**src/rtl/bt_pkg.sv**
```systemverilog
package bt_pkg;
  typedef logic [1:0] trit_t;

  localparam trit_t T_ZERO = 2'b00;
  localparam trit_t T_POS  = 2'b01;
  localparam trit_t T_NEG  = 2'b11;

  // code 2'b10 decodes to zero
  function automatic int trit_val(trit_t t);
    case (t)
      T_POS:   return 1;
      T_NEG:   return -1;
      default: return 0;
    endcase
  endfunction

  function automatic trit_t trit_enc(int v);
    if (v > 0)      return T_POS;
    else if (v < 0) return T_NEG;
    else            return T_ZERO;
  endfunction
endpackage

```
**src/rtl/bt_neg.sv**
```systemverilog
module bt_neg
  import bt_pkg::*;
(
  input  trit_t d_i,
  input  logic  inv_i,
  output trit_t d_o
);
  always_comb begin
    case (d_i)
      T_POS:   d_o = inv_i ? T_NEG : T_POS;
      T_NEG:   d_o = inv_i ? T_POS : T_NEG;
      default: d_o = T_ZERO;
    endcase
  end

  always_comb begin
    AST_NEG_VAL: assert (trit_val(d_o) == (inv_i ? -trit_val(d_i) : trit_val(d_i)))
      else $error("negation mismatch");
    AST_NEG_CODE: assert (d_o != 2'b10) else $error("illegal code");
  end
endmodule

```
**src/rtl/bt_digit_add.sv**
```systemverilog
module bt_digit_add
  import bt_pkg::*;
(
  input  trit_t a_i,
  input  trit_t b_i,
  input  trit_t c_i,
  output trit_t s_o,
  output trit_t c_o
);
  logic [2:0] tot;  // two's complement total in -3..3

  always_comb begin
    tot = 3'(trit_val(a_i)) + 3'(trit_val(b_i)) + 3'(trit_val(c_i));
    case (tot)
      3'd3: begin s_o = T_ZERO; c_o = T_POS;  end
      3'd2: begin s_o = T_NEG;  c_o = T_POS;  end
      3'd1: begin s_o = T_POS;  c_o = T_ZERO; end
      3'd7: begin s_o = T_NEG;  c_o = T_ZERO; end
      3'd6: begin s_o = T_POS;  c_o = T_NEG;  end
      3'd5: begin s_o = T_ZERO; c_o = T_NEG;  end
      default: begin s_o = T_ZERO; c_o = T_ZERO; end
    endcase
  end

  always_comb begin
    AST_DIGIT_BAL: assert (trit_val(s_o) + 3 * trit_val(c_o) ==
                           trit_val(a_i) + trit_val(b_i) + trit_val(c_i))
      else $error("digit balance");
    AST_SUM_CODE: assert (s_o != 2'b10 && c_o != 2'b10) else $error("illegal code");
  end
endmodule

```
**src/rtl/bt_trunc.sv**
```systemverilog
module bt_trunc
  import bt_pkg::*;
#(
  parameter int unsigned N_DIG  = 8,
  parameter int unsigned KEEP_W = $clog2(N_DIG + 1)
) (
  input  logic [2*N_DIG-1:0] d_i,
  input  logic [KEEP_W-1:0]  keep_i,
  output logic [2*N_DIG-1:0] d_o
);
  for (genvar i = 0; i < N_DIG; i++) begin : g_dig
    logic keep_dig;
    assign keep_dig = (32'(i) + 32'(keep_i)) >= N_DIG;
    assign d_o[2*i+:2] = keep_dig ? d_i[2*i+:2] : T_ZERO;

    always_comb begin
      AST_TRUNC_ZERO: assert (keep_dig || d_o[2*i+:2] == T_ZERO)
        else $error("low digit not cleared");
      AST_TRUNC_KEEP: assert (!keep_dig || d_o[2*i+:2] == d_i[2*i+:2])
        else $error("kept digit altered");
    end
  end
endmodule

```
**src/rtl/bt_addsub.sv**
```systemverilog
module bt_addsub
  import bt_pkg::*;
#(
  parameter int unsigned N_DIG  = 8,
  parameter int unsigned KEEP_W = $clog2(N_DIG + 1)
) (
  input  logic [2*N_DIG-1:0] a_i,
  input  logic [2*N_DIG-1:0] b_i,
  input  logic               sub_i,
  input  logic               neg_a_i,
  input  logic [KEEP_W-1:0]  keep_i,
  output logic [2*N_DIG-1:0] res_o,
  output logic               ovf_o
);
  localparam int unsigned VW = 2 * N_DIG;

  logic [VW-1:0] a_eff, b_eff, sum_raw;
  trit_t         carry [N_DIG+1];

  assign carry[0] = T_ZERO;

  for (genvar i = 0; i < N_DIG; i++) begin : g_dig
    bt_neg u_neg_a (.d_i(a_i[2*i+:2]), .inv_i(neg_a_i), .d_o(a_eff[2*i+:2]));
    bt_neg u_neg_b (.d_i(b_i[2*i+:2]), .inv_i(sub_i),   .d_o(b_eff[2*i+:2]));
    bt_digit_add u_add (
      .a_i(a_eff[2*i+:2]),
      .b_i(b_eff[2*i+:2]),
      .c_i(carry[i]),
      .s_o(sum_raw[2*i+:2]),
      .c_o(carry[i+1])
    );
  end

  bt_trunc #(.N_DIG(N_DIG), .KEEP_W(KEEP_W)) u_trunc (
    .d_i(sum_raw), .keep_i(keep_i), .d_o(res_o)
  );

  assign ovf_o = (carry[N_DIG] != T_ZERO);

  always_comb begin
    for (int i = 0; i < N_DIG; i++) begin
      AST_RES_CODE: assert (res_o[2*i+:2] != 2'b10) else $error("illegal result code");
    end
    AST_NO_OVERFLOW_ZERO: assert (!ovf_o || sum_raw != '0 || carry[N_DIG] == T_ZERO)
      else $error("overflow flag");
  end
endmodule

```
**config.mk**
```make
export PLATFORM = sky130hd
export DESIGN_NAME = bt_addsub
export DESIGN_NICKNAME = d
export VERILOG_FILES = /design/src/rtl/bt_pkg.sv /design/src/rtl/bt_neg.sv /design/src/rtl/bt_digit_add.sv /design/src/rtl/bt_trunc.sv /design/src/rtl/bt_addsub.sv
export SDC_FILE = /design/constraint.sdc
export NUM_CORES = 1
export LEC_CHECK = 0
export BUFFER_PORTS_ARGS = -buffer_cell sky130_fd_sc_hd__buf_2
export CORE_ASPECT_RATIO = 0.8
export CORE_MARGIN = 2
export CORE_UTILIZATION = 32
export DETAILED_ROUTE_END_ITERATION = 6
export GPL_ROUTABILITY_DRIVEN = 1
export PLACE_DENSITY = 0.61
export SYNTH_ARGS = -nofsm -noshare
export SYNTH_HDL_FRONTEND = slang
export SYNTH_SLANG_ARGS = --single-unit
```
**constraint.sdc**
```tcl
create_clock -name vclk -period 10.8
set_input_delay 0.54 -clock vclk [all_inputs]
set_output_delay 0.54 -clock vclk [all_outputs]
set_load 0.1 [all_outputs]
```
==> impl_metrics.ini <==
[status]
status = finished, final reports clean

[layout]
finish.net_count = 305
n_sequential_cell = 0
multiInputGateArea_sq_mm = 0.00150
n_fill_cell = 435
diodes = 0
drive_above_1_share = 0.492
regArea_sq_um = 0
clock_buffers = 0
areaGrowthSynthToFinish_pct = 51.2

[placement]
gp_congestion = 0.783
place_hpwl_mm = 2.82
pre_cts_slack_ns = -0.172
numPortBuffers = 55

[global_routing]
grt_max_degree = 13
use_met3 = 0.0158
grtUsageTotal = 0.133
grt_pass1_wl_mm = 5.49
grt_util_met2 = 0.232
top_usage_layer = met2
antenna_found_initial = 0
grt.met1_usage = 0.190
grt_pass1_vias = 1263
overflow = 0

[drt]
via_count = 1283
antenna_left = 0
drt-pass1-iter-count = 2
route.detailed.drc = 0
routed_via_density = 4.29
wirelength_mm = 3.34
avgRoutedWirePerCell_um = 11.2
drtIter0Drc = 17

[floorplanning]
fp-row-count = 21
num_io_pins = 55
die_w_um = 78.2
core_sq_mm = 0.00420
dieArea_sq_mm = 0.00495
die_h_um = 63.3
floorplan.initialDensity = 0.335

[timing]
finalMaxSlewViolations = 0
fin_crit_sh = 0.966
hold_slack_ns = 1.71
setup_tns_ns = 0
worst_slew_pin_slew_ns = 0.489
fin_crit_ns = 10.43
fin_ws_ns = 0.365
hold_violations = 0
max_freq_mhz = 95.8
setup_viol = 0
slew_headroom = 0.676

[yosys]
yosysTopAreaCell = fa_1
avgSynthCellArea_sq_um = 8.19
ys_warn_count = 0
synth_cell_types = 27
synthDominantCellAreaShare = 0.213
ys_seq_area_frac = 0
synth_area_sq_mm = 0.00141
synth_nets = 233
ys_top_cells_by_area = fa_1 (21%), xnor2_1 (14%), xor2_1 (11%), xnor3_1 (9.6%), nor2_1 (9.3%)
netlist_instances = 172

[worst_setup_path]
cpPeakStageDelay_ns = 0.62
required_ns = 10.26
cp_slowest_cell = fa_2
cp_max_fo = 4
crit_type = input pin to output pin
worstSetupEndpointType = output pin
cp_common_cell = fa_2
crit_arrival_ns = 9.89
cp-start-kind = input pin

[job]
maxCapViolCount = 0

[hold_path]
hold_path.class = input pin to output pin
## synthesized netlist by cell type
cell type,number
o41ai_1,1
nor2_1,35
nand4bb_1,2
nand2b_1,1
xnor2_1,23
inv_1,23
a21oi_1,2
buf_2,3
mux2i_1,3
ha_1,8
xnor3_1,6
o21a_1,1
or4b_1,1
xor2_1,17
clkbuf_1,2
nor2b_1,7
a21o_1,1
and2_1,1
xnor3_2,1
a31o_2,1
nor3_1,1
a211o_1,1
fa_1,15
nand2_1,5
o21ai_0,6
o21bai_1,3
and3_1,2
## critical path: cells and delay by family
kind | cells | cell delay (ns)
buf+inv | 5 | 0.50
xor+xnor | 12 | 2.35
simple gates | 8 | 1.01
fa+ha+maj | 16 | 5.50
## layout by cell type (no fill, tap or decap), types with 4 or more instances in the layout
master / instances
buf_2: 52
nor2_1: 23
inv_1: 20
buf_4: 20
xnor2_1: 19
xor2_1: 13
fa_2: 9
nor2_4: 8
nor2b_1: 7
fa_1: 6
xnor3_2: 5
o21ai_0: 5
nand2_1: 5
nor2_2: 4
xnor2_2: 4
xor2_2: 4
## path summary, 6_finish.rpt
check  startpoint       end  slack, ns  cells past startpoint
min     keep_i[3]  res_o[1]       1.71                      3
max        b_i[0]     ovf_o       0.37                     41
## what timing repair did
item | in CTS | in global routing
buffers inserted | 0 | 2
hold buffers | 0 | 0
endpoints found under the setup margin | 3 | 3
pin swaps | 2 | 31
gates resized for setup | 5 | 40
## metrics by stage
stage | area (sq um) | instances | util
4_1_cts | 1960 | 297 | 0.465
6_report | 2130 | 299 | 0.507
3_3_place_gp | 1940 | 297 | 0.462
2_1_floorplan | 1440 | 172 | -
5_1_grt | 2130 | 299 | 0.507
3_5_place_dp | 1940 | 297 | 0.462
## area by class of cell
type | instances | area share
multi-input combinational | 144 | 0.705
timing repair buffer | 75 | 0.221
inverter | 23 | 0.0405
tap | 57 | 0.0335
## kinds of logic (layout without fill, tap and decap cells)
kind of cell,Yosys count,count (layout),synth area share
buffers and inverters,28,98,0.0773
AND/OR/NAND/NOR,55,55,0.182
multiplexers,3,3,0.0213
adder cells (fa/ha/maj),23,23,0.284
XOR/XNOR,47,47,0.361
AO/OA/AOI/OAI,16,16,0.0737
## metal layers
metal / routed length [um] / up-vias / part of all wire
li1: - / 674 / -
met3: 174 / 0 / 0.052
met1: 1560 / 583 / 0.47
met4: 0 / 0 / 0
met2: 1600 / 26 / 0.48
met5: 0 / - / 0
Power is not shown: default switching activity piles up to over one toggle a cycle in this logic, so the estimate is an artifact.
